$ cat config.mk
export PLATFORM = sky130hd
export DESIGN_NAME = tmr_capture_unit
export DESIGN_NICKNAME = d
export VERILOG_FILES = /design/src/rtl/tcap_pkg.sv /design/src/rtl/tcap_sync.sv /design/src/rtl/tcap_filter.sv /design/src/rtl/tcap_edge.sv /design/src/rtl/tcap_regfile.sv /design/src/rtl/tmr_capture_unit.sv
export SDC_FILE = /design/constraint.sdc
export NUM_CORES = 1
export LEC_CHECK = 0
export BUFFER_PORTS_ARGS = -buffer_cell sky130_fd_sc_hd__buf_2
export CAP_MARGIN = 30
export CELL_PAD_IN_SITES_DETAIL_PLACEMENT = 0
export CELL_PAD_IN_SITES_GLOBAL_PLACEMENT = 2
export CORE_ASPECT_RATIO = 0.5
export CORE_MARGIN = 3
export CORE_UTILIZATION = 30
export CTS_BUF_LIST = sky130_fd_sc_hd__clkbuf_16
export DETAILED_ROUTE_END_ITERATION = 10
export PLACE_DENSITY_LB_ADDON = 0.1
export SYNTH_ARGS = -nofsm -noshare
export SYNTH_HDL_FRONTEND = slang
export SYNTH_HIERARCHICAL = 1
export SYNTH_SLANG_ARGS = --single-unit
$ cat constraint.sdc
create_clock -name clk -period 6.4 [get_ports clk]
set_input_delay 0 -clock clk [delete_from_list [all_inputs] [get_ports clk]]
set_output_delay 0 -clock clk [all_outputs]
set_load 0.1 [all_outputs]
$ cat src/rtl/tcap_pkg.sv
package tcap_pkg;

  parameter int unsigned BYTE_W      = 8;
  parameter int unsigned SYNC_STAGES = 2;
  parameter int unsigned FILT_TAPS   = 4;

  localparam int unsigned CNT_W  = 2 * BYTE_W;
  localparam int unsigned HIST_W = FILT_TAPS - 1;
  localparam int unsigned N_SRC  = 2;

  typedef enum logic {
    EDGE_FALL = 1'b0,
    EDGE_RISE = 1'b1
  } edge_kind_e;

  // True when the current sample and every stored sample hold the same level.
  function automatic logic samples_agree(input logic [HIST_W-1:0] hist,
                                         input logic cur);
    return (cur && (&hist)) || (!cur && !(|hist));
  endfunction

  // Transition of the requested polarity between previous and present level.
  function automatic logic edge_match(input edge_kind_e kind,
                                      input logic prev, input logic now);
    return (kind == EDGE_RISE) ? (now && !prev) : (!now && prev);
  endfunction

  function automatic logic [CNT_W-1:0] join_bytes(input logic [BYTE_W-1:0] hi,
                                                  input logic [BYTE_W-1:0] lo);
    return {hi, lo};
  endfunction

endpackage

$ cat src/rtl/tcap_sync.sv
module tcap_sync #(
  parameter int unsigned STAGES = 2
) (
  input  logic clk,
  input  logic rst_n,
  input  logic async_in,
  output logic sync_out
);

  logic [STAGES-1:0] chain_q;

  always_ff @(posedge clk or negedge rst_n) begin
    if (!rst_n) chain_q <= '0;
    else        chain_q <= {chain_q[STAGES-2:0], async_in};
  end

  assign sync_out = chain_q[STAGES-1];

endmodule

$ cat src/rtl/tcap_filter.sv
module tcap_filter
  import tcap_pkg::*;
(
  input  logic clk,
  input  logic rst_n,
  input  logic en,
  input  logic din,
  output logic dout
);

  logic [HIST_W-1:0] hist_q;
  logic              filt_q;
  logic              agree;

  assign agree = samples_agree(hist_q, din);

  always_ff @(posedge clk or negedge rst_n) begin
    if (!rst_n) begin
      hist_q <= '0;
      filt_q <= 1'b0;
    end else begin
      hist_q <= {hist_q[HIST_W-2:0], din};
      if (agree) filt_q <= din;
    end
  end

  assign dout = en ? filt_q : din;

  // A filtered level may only move to a value the stored history already held throughout.
  AST_FILT_AGREE: assert property (@(posedge clk) disable iff (!rst_n)
    !$stable(filt_q) |-> ($past(hist_q) == {HIST_W{filt_q}}));

endmodule

$ cat src/rtl/tcap_edge.sv
module tcap_edge
  import tcap_pkg::*;
(
  input  logic clk,
  input  logic rst_n,
  input  logic level,
  input  logic rise_sel,
  input  logic block,
  output logic evt
);

  logic       level_q;
  edge_kind_e kind;

  assign kind = rise_sel ? EDGE_RISE : EDGE_FALL;

  always_ff @(posedge clk or negedge rst_n) begin
    if (!rst_n) level_q <= 1'b0;
    else        level_q <= level;
  end

  assign evt = edge_match(kind, level_q, level) && !block;

  AST_EDGE_DIR_RISE: assert property (@(posedge clk) disable iff (!rst_n)
    (evt && rise_sel) |=> level_q);
  AST_EDGE_DIR_FALL: assert property (@(posedge clk) disable iff (!rst_n)
    (evt && !rise_sel) |=> !level_q);

endmodule

$ cat src/rtl/tcap_regfile.sv
module tcap_regfile
  import tcap_pkg::*;
(
  input  logic              clk,
  input  logic              rst_n,
  input  logic              load_evt,
  input  logic [CNT_W-1:0]  count,
  input  logic [BYTE_W-1:0] wdata,
  input  logic              wr_hi,
  input  logic              wr_lo,
  input  logic              rd_lo,
  input  logic              rd_hi,
  output logic [BYTE_W-1:0] rdata,
  output logic [CNT_W-1:0]  cap_q
);

  logic [BYTE_W-1:0] temp_q;

  always_ff @(posedge clk or negedge rst_n) begin
    if (!rst_n) begin
      cap_q <= '0;
    end else if (wr_lo) begin
      cap_q <= join_bytes(temp_q, wdata);
    end else if (load_evt) begin
      cap_q <= count;
    end
  end

  always_ff @(posedge clk or negedge rst_n) begin
    if (!rst_n) begin
      temp_q <= '0;
    end else if (wr_hi) begin
      temp_q <= wdata;
    end else if (rd_lo) begin
      temp_q <= cap_q[CNT_W-1:BYTE_W];
    end
  end

  always_comb begin
    if (rd_lo)      rdata = cap_q[BYTE_W-1:0];
    else if (rd_hi) rdata = temp_q;
    else            rdata = '0;
  end

  AST_OVERWRITE: assert property (@(posedge clk) disable iff (!rst_n)
    (load_evt && !wr_lo) |=> (cap_q == $past(count)));
  AST_HI_ONLY: assert property (@(posedge clk) disable iff (!rst_n)
    (wr_hi && !wr_lo && !load_evt) |=> $stable(cap_q));
  AST_RD_LATCH: assert property (@(posedge clk) disable iff (!rst_n)
    (rd_lo && !wr_hi) |=> (temp_q == $past(cap_q[CNT_W-1:BYTE_W])));

endmodule

$ cat src/rtl/tmr_capture_unit.sv
module tmr_capture_unit
  import tcap_pkg::*;
(
  input  logic              clk,
  input  logic              rst_n,
  input  logic [CNT_W-1:0]  tmr_count,
  input  logic              pin_in,
  input  logic              cmp_in,
  input  logic              src_sel_cmp,
  input  logic              edge_rise,
  input  logic              filt_en,
  input  logic              cap_is_top,
  input  logic              irq_en,
  input  logic              flag_clr,
  input  logic [BYTE_W-1:0] bus_wdata,
  input  logic              bus_wr_hi,
  input  logic              bus_wr_lo,
  input  logic              bus_rd_lo,
  input  logic              bus_rd_hi,
  output logic [BYTE_W-1:0] bus_rdata,
  output logic [CNT_W-1:0]  cap_val,
  output logic              cap_flag,
  output logic              cap_irq
);

  logic [N_SRC-1:0] raw_src;
  logic [N_SRC-1:0] sync_src;
  logic             trig_lvl;
  logic             filt_lvl;
  logic             cap_evt;
  logic             flag_q;

  assign raw_src = {cmp_in, pin_in};

  for (genvar g = 0; g < N_SRC; g++) begin : g_sync
    tcap_sync #(.STAGES(SYNC_STAGES)) u_sync (
      .clk      (clk),
      .rst_n    (rst_n),
      .async_in (raw_src[g]),
      .sync_out (sync_src[g])
    );
  end

  // Source mux after synchronization: a switch between unequal levels is a transition.
  assign trig_lvl = sync_src[src_sel_cmp];

  tcap_filter u_filt (
    .clk   (clk),
    .rst_n (rst_n),
    .en    (filt_en),
    .din   (trig_lvl),
    .dout  (filt_lvl)
  );

  tcap_edge u_edge (
    .clk      (clk),
    .rst_n    (rst_n),
    .level    (filt_lvl),
    .rise_sel (edge_rise),
    .block    (cap_is_top),
    .evt      (cap_evt)
  );

  tcap_regfile u_regs (
    .clk      (clk),
    .rst_n    (rst_n),
    .load_evt (cap_evt),
    .count    (tmr_count),
    .wdata    (bus_wdata),
    .wr_hi    (bus_wr_hi),
    .wr_lo    (bus_wr_lo),
    .rd_lo    (bus_rd_lo),
    .rd_hi    (bus_rd_hi),
    .rdata    (bus_rdata),
    .cap_q    (cap_val)
  );

  always_ff @(posedge clk or negedge rst_n) begin
    if (!rst_n)        flag_q <= 1'b0;
    else if (cap_evt)  flag_q <= 1'b1;
    else if (flag_clr) flag_q <= 1'b0;
  end

  assign cap_flag = flag_q;
  assign cap_irq  = flag_q && irq_en;

  AST_FLAG_ON_LOAD: assert property (@(posedge clk) disable iff (!rst_n)
    cap_evt |=> cap_flag);
  AST_FLAG_HOLD: assert property (@(posedge clk) disable iff (!rst_n)
    (cap_flag && !flag_clr) |=> cap_flag);
  AST_TOP_FREEZE: assert property (@(posedge clk) disable iff (!rst_n)
    (cap_is_top && !bus_wr_lo) |=> $stable(cap_val));
  AST_TOP_NO_FLAG: assert property (@(posedge clk) disable iff (!rst_n)
    (cap_is_top && !cap_flag) |=> !cap_flag);

endmodule

* After elaboration in Yosys (flattened, before gate mapping)
Index checks and enable logic that the tools add are counted.
** Cells by class
- Add/sub/neg operators :: 0
- Reduce and logical (&&, ||, !) cells :: 17
- Muxes and demuxes :: 13
- Order comparisons :: 1
- Equal/unequal tests :: 0
- Divide/modulo/power cells :: 0
- Shifts and indexed selects :: 0
- $mul :: 0
- Bitwise logic cells :: 0
** Operators with widths (number)
- 2-to-1 mux 16 bit :: 2
- 2-to-1 mux 8 bit :: 4
- 2-to-1 mux 1 bit :: 7
- logical AND 1 bit :: 6
- nonzero test 2 bit :: 3
- logical NOT 1 bit :: 5
- AND reduction 3 bit :: 1
- OR reduction 3 bit :: 1
- < comparator 1 x 2 -> 1 bit, second input constant :: 1
- logical OR 1 bit :: 1
** Storage, ports and cells
- Bits in latches :: 0
- Register bits after elaboration :: 34
- Output and inout bits :: 26
- RAM bits :: 0
- ROM bits :: 0
- Memories :: 0
- Bits of input ports :: 38

* Depth between registers and ports, before layout
Gate-level depths: netlist of the first run.
- Word-level depth :: 9
- Depth in mapped cells :: 8

* By module
Netlist of the first run, hierarchy kept.
** By module, submodules not included
- tcap_regfile :: times used 1, cells each 117, area an instance 1203.7 um^2, seq. area each 600.6 um^2
- tcap_filter :: times used 1, cells each 8, area an instance 137.6 um^2, seq. area each 100.1 um^2
- tcap_sync :: times used 2, cells each 2, area an instance 50.0 um^2, seq. area each 50.0 um^2
- tmr_capture_unit :: times used 1, cells each 5, area an instance 57.6 um^2, seq. area each 25.0 um^2
- tcap_edge :: times used 1, cells each 4, area an instance 46.3 um^2, seq. area each 25.0 um^2

* Worst setup path after synthesis of the first run
No wires, ideal clock.
- Path type :: reg-to-output
- Start point :: register u_regs.temp_q[5]
- End point :: output bus_rdata[5]
- Cell stages (with the launch flop) :: 3
- Data arrival time :: 2.491 ns
- Required time :: 6.400 ns
- Path slack :: 3.909 ns
- Cell sequence :: dfrtp_1 nand2_1 o21ai_0
** On the way
- Cells in the longest elaborated chain, start to end :: 2
** RTL lines
- start, declared :: line tcap_regfile.sv:17 : logic [BYTE_W-1:0] temp_q;
- start signal, assigned :: line tcap_regfile.sv:33 : temp_q <= wdata;
- start signal, assigned :: line tcap_regfile.sv:35 : temp_q <= cap_q[CNT_W-1:BYTE_W];
- 2-to-1 mux 8 bit :: line tcap_regfile.sv:41 : else if (rd_hi) rdata = temp_q;
- 2-to-1 mux 8 bit :: line tcap_regfile.sv:40 : if (rd_lo) rdata = cap_q[BYTE_W-1:0];
- end, declared :: line tmr_capture_unit.sv:20 : output logic [BYTE_W-1:0] bus_rdata,
No other way between the ends.

* Final worst setup path of the first run
- Start point :: register g_sync[0].u_sync.chain_q[1]
- End point :: register u_regs.cap_q[5]
** On the way
- Cells in the longest elaborated chain, start to end :: 8
** RTL lines
- start, declared :: line tcap_sync.sv:10 : logic [STAGES-1:0] chain_q;
- start signal, assigned :: line tcap_sync.sv:14 : else chain_q <= {chain_q[STAGES-2:0], async_in};
- 2-to-1 mux 1 bit (not written as such) * (2 in series) :: line tmr_capture_unit.sv:45 : assign trig_lvl = sync_src[src_sel_cmp];
- via trig_lvl :: line tmr_capture_unit.sv:28 : logic trig_lvl;
- 2-to-1 mux 1 bit * :: line tcap_filter.sv:27 : assign dout = en ? filt_q : din;
- via filt_lvl :: line tmr_capture_unit.sv:29 : logic filt_lvl;
- logical NOT 1 bit :: line tcap_pkg.sv:25 : return (kind == EDGE_RISE) ? (now && !prev) : (!now && prev);
- logical AND 1 bit :: line tcap_pkg.sv:25
- 2-to-1 mux 1 bit * :: line tcap_pkg.sv:25
- logical AND 1 bit * :: line tcap_edge.sv:22 : assign evt = edge_match(kind, level_q, level) && !block;
- via cap_evt :: line tmr_capture_unit.sv:30 : logic cap_evt;
- nonzero test 2 bit (no line) *
- end signal, assigned :: line tcap_regfile.sv:23 : cap_q <= join_bytes(temp_q, wdata);
- end signal, assigned :: line tcap_regfile.sv:25 : cap_q <= count;
- end, declared :: line tcap_regfile.sv:14 : output logic [CNT_W-1:0] cap_q
Mark *: on every way through the listed nets, which the timed path passes. The rest lies on a longest branch. The select of a mux whose other input is x is not followed.
A chain may end at the register's enable or synchronous reset.

==> results.cfg, run 1 <==
[synthesis]
syn_avg_cell_area_um2 = 11.2
yosys_warnings = 6
synth_simple_gate_area_share_pct = 9.47
syn_area_um2 = 1550
syn-num-nets = 176
ys_seq_elements = 34
synth_top_area_share_pct = 55.1
synth.area.mux_share_pct = 17.2
yosysSeqAreaShare_pct = 55.1
syn_inst = 138
synth_fa_ha_area_share_pct = 0
synth_top_family_by_area = multiplexers
synth.largest_area_cell = dfrtp_1
ys_types = 21
yosys-top-cells-area = dfrtp_1 55%, mux2i_1 16%, nand2_1 7.0%
synth-compound-area-share_pct = 13.7
synthXorXnorAreaFrac_pct = 0

[clocking]
root_buffer = clkbuf_16
clk_pin_slew_worst_paths_ns = 0.05
cts_max_path_buffers = 2
worst_skew_pair.late_latency_ns = 0.27
post_cts_resized = 0
cts_max_level = 2
cts_num_sinks = 34
cts_buffers = 5
cts_setup_buffers = 0
cts_tree = yes

[route]
drtPass1Iterations = 4
post_drt_wl_per_cell_um = 13.6
wl_um = 3830
drt_iter0_drc = 24
drcViolationCount = 0
postRouteAntennaNets = 0
num_vias = 1284
routed_via_density = 4.57

[finish]
area_delta_synth_final_pct = 41.5
drive_gt1_share_pct = 34.9
final_cells = 281
antenna_cells = 0
nets = 253

[global_route]
globalRoute.totalOverflow = 0
antenna_found_initial = 0
grt_pass1_wl_um = 6470
grt_max_degree = 35
track_usage_pct = 13.6
grt_pass1_vias = 1364

[run_status]
status = complete, no violations

[floorplanning]
fp.coreArea_um2 = 4680
die_h_um = 56.8
die_w_um = 107
die_area_um2 = 6100
row_count = 17
start_util_pct = 33.0
io_pins = 64

[setup_path]
critPathArrivalTime_ns = 2.89
worstSetupEndpointType = flop
path_cells = mux2_4 > mux2_2 > or3b_1 > a21oi_2 > buf_4 > mux2i_1 > o21ai_1 > dlygate4sd3_1
path_class = reg -> reg
max_stage_delay_ns = 0.57
start_kind = flop
crit_path_max_fanout = 17
cpMaxStageDelayCell = dlygate4sd3_1
crit_required_ns = 6.56

[sta]
fmax_mhz = 365
grt_setup_unrepaired = false
skew_ns = 0.00478
totalNegativeSetupSlack_ns = 0
slew_headroom_pct = 49.9
min_period_over_period_pct = 42.8
drv_slew = 0
hold_violations = 0
period_needed_ns = 2.74
setup_violations = 0
max_slew.worst_pin.slew_ns = 0.751

[place]
portBuffers = 63
gp_congestion = 0.666
place_inst = 260
place_hpwl_um = 2620

[power_and_ir_drop]
cellLeakagePower_nw = 1.06
powerDensity_nw_per_um2 = 358
peakVddDrop_uv = 106

[flow_run]
maxCapViolations = 0

[hold_path]
worstHoldPathType = in -> reg
[stage by stage]
step	power, mW	hold slack, ns	cell area [um^2]	setup slack [ns]	util, %
floorplan	0.471	-0.296	1550	3.91	-
global placement	0.518	0.108	1890	4.22	40.3
detailed placement	0.520	0.110	1890	4.17	40.3
CTS	0.794	0.000736	2190	3.64	46.7
global route	0.819	0.0107	2190	3.46	46.7
finish	0.782	0.00855	2190	3.66	46.7
[critical path: cells and delay by family (launching register included)]
| family | cells | cell delay, ns |
|---|---|---|
| mux | 3 | 0.81 |
| simple gates | 1 | 0.37 |
| compound gates | 2 | 0.21 |
| buf+inv | 2 | 0.88 |
| flops | 1 | 0.35 |
[Yosys cell counts]
cell type / instances
mux2_4: 1
buf_12: 1
nor2b_2: 1
or3b_1: 1
a22o_1: 6
nand4_1: 1
buf_2: 4
buf_6: 2
o41ai_2: 1
nand3b_1: 1
mux2i_1: 24
dfrtp_1: 34
o21ai_1: 10
o21ai_0: 16
nand2_1: 29
clkbuf_1: 1
and2_1: 1
mux2_2: 1
inv_1: 1
a21oi_1: 1
a21o_1: 1
[layer usage]
layer	part of all wire (%)	vias to the layer above	global-route usage, %
met1	51	614	17.5
met3	4.7	2	4.82
met4	0.37	0	3.78
li1	-	638	-
met5	0	-	0
met2	44	30	21.7
[where the power goes]
part | switching (mW) | internal, mW
logic | 0.202 | 0.0585
clock network | 0.0811 | 0.180
registers | 0.0189 | 0.241
[state kept, by name, indices dropped and copies added (netlist names)]
| signal | flops |
|---|---|
| u_filt/hist_q | 3 |
| u_regs/temp_q | 8 |
| u_filt/filt_q | 1 |
| cap_flag | 1 |
| u_regs/cap_q | 16 |
| u_edge/level_q | 1 |
| g_sync.u_sync/chain_q | 4 |
[logic make-up (layout without fill, tap and decap cells)]
group                  after synthesis  in the layout
AOI/OAI and AO/OA                   35             35
DFF                                 34             34
buffers and inverters                9             86
and+or+nand+nor                     34             34
muxes                               26             26
[layout by cell type (no fill, tap or decap), types with 5 or more instances in the layout]
cell	n
dfrtp_1	34
buf_2	63
nand2_1	29
dlygate4sd3_1	14
clkbuf_16	5
o21ai_1	10
o21ai_0	16
a22o_1	6
mux2i_1	24
[final timing paths]
path | startpoint | endpoint | slack (ns) | cells after the start
min in group asynchronous | rst_n | u_filt/hist_q[2] | 0.34 | 2
max | g_sync[0].u_sync/chain_q[1] | u_regs/cap_q[5] | 3.66 | 8
min | tmr_count[0] | u_regs/cap_q[0] | 0.009 | 3
min reg2reg | g_sync[1].u_sync/chain_q[0] | g_sync[1].u_sync/chain_q[1] | 0.35 | 0
max in group asynchronous | rst_n | u_regs/cap_q[15] | 5.58 | 2
max reg2reg | g_sync[0].u_sync/chain_q[1] | u_regs/cap_q[5] | 3.66 | 8
[final cells by class]
cell class	instances	area (um^2)
fill	454	2490
inverter	1	3.75
tap	66	82.6
multi-input combinational	95	628
sequential	34	851
clock inverter	2	33.8
timing repair buffer	78	463
clock buffer	5	125
[repair_timing]
| action | 4_1_cts | 5_1_grt |
|---|---|---|
| endpoints found under the setup margin | 0 | 0 |
| hold buffers | 14 | 0 |
| hold endpoints to repair | 53 | 0 |
Power figures use the tool's default switching activity.
==> run 2, diff against run 1 <==
Settings changed: CORE_UTILIZATION 30 to 25.
Clock period 6.4 ns to 2.25 ns, I/O delays scaled along.
==> run 2 against run 1 <==
Total power increased to 2.7 times the previous value. Combinational power increased to 2.9 times the previous value. Clock-buffer cell count unchanged. Die area increased by 18%. Core utilization decreased by 8.3 points. Sequential cell count unchanged. Highest routed layer unchanged.
==> results.cfg, run 2 (synthesis gave the netlist of run 1 again) <==
[run_status]
status = complete, no violations

[sta]
skew_ns = 0.00645
slew_headroom_pct = 48.5
period_needed_ns = 2.14
max_slew.worst_pin.slew_ns = 0.773
fmax_mhz = 468
drv_slew = 0
fin_ws_ns = 0.111
hold_violations = 0
min_period_over_period_pct = 95.1
setup_violations = 0

[setup_path]
crit_path_max_fanout = 17
crit_required_ns = 2.39
crit_top_cell = mux2_4
worstSetupEndpointType = flop
path_class = reg -> reg
max_stage_delay_ns = 0.39
startpoint = g_sync[0].u_sync/chain_q[1]
critPathArrivalTime_ns = 2.28
cpMaxStageDelayCell = or3b_4
timing.rr.start = g_sync[0].u_sync/chain_q[1]
start_kind = flop
path_cells = mux2_4 > mux2_4 > or3b_4 > a21oi_4 > buf_12 > mux2i_1 > o21ai_1

[floorplanning]
die_area_um2 = 7220
row_count = 19
die_h_um = 61.6
io_pins = 64
start_util_pct = 27.0
die_w_um = 117
fp.coreArea_um2 = 5730

[place]
place_inst = 278
place_hpwl_um = 2830
gp_congestion = 0.660
dpl_cell_area_um2 = 1920
place_ws_ns = 0.0950
portBuffers = 63

[finish]
final_cells = 299
final_common_cell = buf_2
reg_top3 = u_regs/cap_q (16), u_regs/temp_q (8), g_sync.u_sync/chain_q (4)
largest_reg_flops = 16
area_delta_synth_final_pct = 42.7
top_register = u_regs/cap_q
drive_gt1_share_pct = 35.3
finalInstanceArea_um2 = 2200
utilization_pct = 38.5
nets = 252
final_cell_mix = 63 x buf_2, 34 x dfrtp_1, 29 x nand2_1
antenna_cells = 0

[route]
drt_iter0_drc = 56
postRouteAntennaNets = 0
drcViolationCount = 0
num_vias = 1286
drtPass1Iterations = 4
post_drt_wl_per_cell_um = 13.8
routed_via_density = 4.30
wl_um = 4140

[power_and_ir_drop]
powerDensity_nw_per_um2 = 970
netSwitchingPower_uw = 877
combPwrFrac_pct = 35.5
p_int_mw = 1.26
switching_share_pct = 41.0
pwr-share-seq_pct = 34.5
peakVddDrop_uv = 308
pwr-share-clk_pct = 30.0
cellLeakagePower_nw = 1.06

[global_route]
grt_pass1_wl_um = 6340
antenna_found_initial = 0
globalRoute.totalOverflow = 0
grt_max_degree = 35
grt_pass1_vias = 1272
track_usage_pct = 12.2

[hold_path]
hp-start = tmr_count[2]
worstHoldPathType = in -> reg

[clocking]
cts_max_level = 2
cts_tree = yes
worst_skew_pair.late_latency_ns = 0.28
cts_max_path_buffers = 2
root_buffer = clkbuf_16
clk_pin_slew_worst_paths_ns = 0.05
cts_num_sinks = 34
cts_setup_buffers = 0
cts_buffers = 5

[flow_run]
maxCapViolations = 0
[run 2: cell types whose count changed in the layout (fill, tap and decap cells not counted), sizes merged]
cell	delta
clkinv	+1
dlygate4sd3	-1
bufinv	-1
inv	+1
[run 2: final cells by class]
| type | instances | area (um^2) |
|---|---|---|
| clock inverter | 3 | 12.5 |
| clock buffer | 5 | 125 |
| timing repair buffer | 77 | 465 |
| sequential | 34 | 851 |
| fill | 605 | 3520 |
| inverter | 1 | 3.75 |
| tap | 84 | 105 |
| multi-input combinational | 95 | 642 |
[run 2: what timing repair did]
item / in CTS / in global routing
gates resized for setup: 0 / 5
endpoints found under the setup margin: 0 / 7
hold endpoints to repair: 53 / 0
hold buffers: 13 / 0
[run 2: path summary, 6_finish.rpt]
kind	slack (ns)	endpoint	cells after the start
setup reg to reg	0.11	u_regs/cap_q[6]	7
min in group asynchronous	0.34	u_filt/hist_q[1]	2
hold / removal	0.0001	u_regs/cap_q[2]	3
hold reg to reg	0.35	g_sync[1].u_sync/chain_q[1]	0
setup / recovery	0.11	u_regs/cap_q[6]	7
max in group asynchronous	1.41	cap_flag	2
[run 2: metrics by stage]
step | TNS (ns) | power, mW | hold WS (ns)
2_1_floorplan | 0 | 1.34 | -0.296
3_3_place_gp | 0 | 1.48 | 0.109
3_5_place_dp | 0 | 1.49 | 0.111
4_1_cts | 0 | 2.16 | 0.00163
5_1_grt | -0.000561 | 2.24 | 0.0177
6_report | 0 | 2.14 | 0.000111
[run 2: worst max-delay path: cells and delay by family, from the launching register on]
family                 cells  cell delay [ns]
and+or+nand+nor            1             0.39
DFF                        1             0.36
AOI/OAI and AO/OA          2             0.25
buffers and inverters      1             0.19
muxes                      3             0.80
[run 2: metal layers]
metal  vias up  global-route usage, %  share of wire (%)
li1        636                      -                  -
met1       609                   16.1                 48
met2        36                   18.6                 44
met3         5                   5.00                7.3
met4         0                   3.43                1.1
met5         -                      0                  0
[run 2: power by group through the flow]
stage	Clock, mW	Sequential [mW]	Combinational [mW]
2_1_floorplan	0	1.04	0.298
4_1_cts	0.668	0.739	0.758
3_3_place_gp	0	0.750	0.735
6_report	0.642	0.738	0.758
5_1_grt	0.687	0.751	0.805
3_5_place_dp	0	0.750	0.739
==> run 3, diff against run 2 <==
Settings changed: CORE_UTILIZATION 25 to 27, CTS_BUF_LIST sky130_fd_sc_hd__clkbuf_16 to sky130_fd_sc_hd__clkbuf_8.
==> run 3 against run 2 <==
Sequential cell count did not move. Setup slack got worse by 0.086 ns. Die area fell by 6.9%. Maximum frequency fell by 3.9%. Clock skew fell by 0.0037 ns. Sequential power barely moved.
==> results.cfg, run 3 (synthesis gave the netlist of run 1 again) <==
[sta]
setup_violations = 0
whs_ns = 0.00756
grt_setup_unrepaired = true
fin_ws_ns = 0.0245
max_slew.worst_pin.slew_ns = 0.766
period_needed_ns = 2.23
fmax_mhz = 449
slew_headroom_pct = 49.0
hold_violations = 0
skew_ns = 0.00274
min_period_over_period_pct = 98.9
drv_slew = 0

[clocking]
cts_max_level = 2
worst_skew_pair.late_latency_ns = 0.28
root_buffer = clkbuf_8
cts_tree = yes
clk_pin_slew_worst_paths_ns = 0.07
cts_max_path_buffers = 2
cts_buffers = 5
cts_num_sinks = 34

[floorplanning]
fp.coreArea_um2 = 5230
die_w_um = 113
die_area_um2 = 6720
io_pins = 64
start_util_pct = 29.6
die_h_um = 59.5
row_count = 18

[power_and_ir_drop]
combPwrFrac_pct = 40.1
p_int_mw = 1.13
powerDensity_nw_per_um2 = 866
total_power_mw = 1.97
peakVddDrop_uv = 436
netSwitchingPower_uw = 847
pwr-share-clk_pct = 22.4
pwr-share-seq_pct = 37.5
switching_share_pct = 42.9
cellLeakagePower_nw = 1.10

[route]
num_vias = 1274
post_drt_wl_per_cell_um = 13.8
drcViolationCount = 0
postRouteAntennaNets = 0
drt_iter0_drc = 34
wl_um = 4070
routed_via_density = 4.32
drtPass1Iterations = 4

[setup_path]
endpoint = u_regs/cap_q[15]
crit_path_max_fanout = 8
path_class = reg -> reg
crit_required_ns = 2.39
r2r_setup_slack_ns = 0.02
r2r_cells = 7
start_kind = flop
worstSetupEndpointType = flop
timing.rr.start = g_sync[0].u_sync/chain_q[1]
rr_endpoint = u_regs/cap_q[15]
critPathArrivalTime_ns = 2.37
startpoint = g_sync[0].u_sync/chain_q[1]

[hold_path]
worstHoldPathType = in -> reg

[finish]
antenna_cells = 0
drive_gt1_share_pct = 35.1
finalInstanceArea_um2 = 2280
final_cell_mix = 63 x buf_2, 34 x dfrtp_1, 29 x nand2_1
reg_top3 = u_regs/cap_q (16), u_regs/temp_q (8), g_sync.u_sync/chain_q (4)
utilization_pct = 43.6
final_common_cell = buf_2
nets = 264
largest_reg_flops = 16
top_register = u_regs/cap_q
area_delta_synth_final_pct = 47.5

[global_route]
track_usage_pct = 12.4
grtUsageMet1_pct = 16.8
grt.busiest_layer = met2
globalRoute.totalOverflow = 0
grt_max_degree = 35
antenna_found_initial = 0
grt_use_met2_pct = 18.0
grt_pass1_wl_um = 6290
use_met3_pct = 5.81
grt_pass1_vias = 1264

[place]
place_ws_ns = 0.0951
portBuffers = 63
gp_congestion = 0.693
place_hpwl_um = 2660
dpl_cell_area_um2 = 1910

[flow_run]
maxCapViolations = 0

[run_status]
status = complete, no violations
-- run 3: changes by cell type in the layout (fill, tap and decap cells not counted), sizes merged --
| cell | previous run | this run |
|---|---|---|
| buf | 64 | 65 |
| clkbuf | 5 | 8 |
| clkinv | 2 | 0 |
| dlygate4sd3 | 13 | 22 |
| inv | 2 | 1 |
-- run 3: worst min path at each step --
stage,slack [ns],startpoint,cells after the start,end
floorplan,-0.30,rst_n,0,cap_flag
global route,0.01,tmr_count[15],3,u_regs/cap_q[15]
finish,0.008,tmr_count[12],3,u_regs/cap_q[12]
detailed placement,0.11,cmp_in,1,g_sync[1].u_sync/chain_q[0]
global placement,0.11,cmp_in,1,g_sync[1].u_sync/chain_q[0]
CTS,0.00006,tmr_count[9],3,u_regs/cap_q[9]
-- run 3: stage by stage --
step	setup TNS, ns	cells
final	0	295
after global routing	-0.479	295
after CTS	0	291
after detailed placement	0	264
after floorplan	0	138
after global placement	0	264
-- run 3: cell type report --
| type | instances | area, um^2 |
|---|---|---|
| multi-input combinational | 95 | 642 |
| clock buffer | 6 | 82.6 |
| fill | 523 | 2950 |
| tap | 70 | 87.6 |
| inverter | 1 | 3.75 |
| sequential | 34 | 851 |
| timing repair buffer | 89 | 613 |
-- run 3: power groups by stage --
stage	clock network (mW)	registers, mW	logic [mW]
6_report	0.442	0.741	0.793
2_1_floorplan	0	1.04	0.298
5_1_grt	0.492	0.752	0.834
3_3_place_gp	0	0.751	0.730
4_1_cts	0.461	0.741	0.764
3_5_place_dp	0	0.752	0.735
-- run 3: layer usage --
| layer | vias up | part of all wire [%] |
|---|---|---|
| met4 | 0 | 0.32 |
| li1 | 658 | - |
| met3 | 2 | 7.0 |
| met1 | 579 | 50 |
| met5 | - | 0 |
| met2 | 35 | 42 |
-- run 3: repair_timing --
action                                 4_1_cts  5_1_grt
gates resized for setup                      0        5
endpoints found under the hold margin       55        1
buffers inserted                             0        1
setup endpoints to repair                    0        6
hold buffers                                21        1
-- run 3: worst max-delay path, cell delays in order, from the launching register on --
cell and delay, ns:
dfrtp_1 0.36, mux2_4 0.29, mux2_4 0.29, or3b_4 0.39, a21oi_4 0.28, clkbuf_16 0.23
mux2i_1 0.18, o21ai_0 0.08
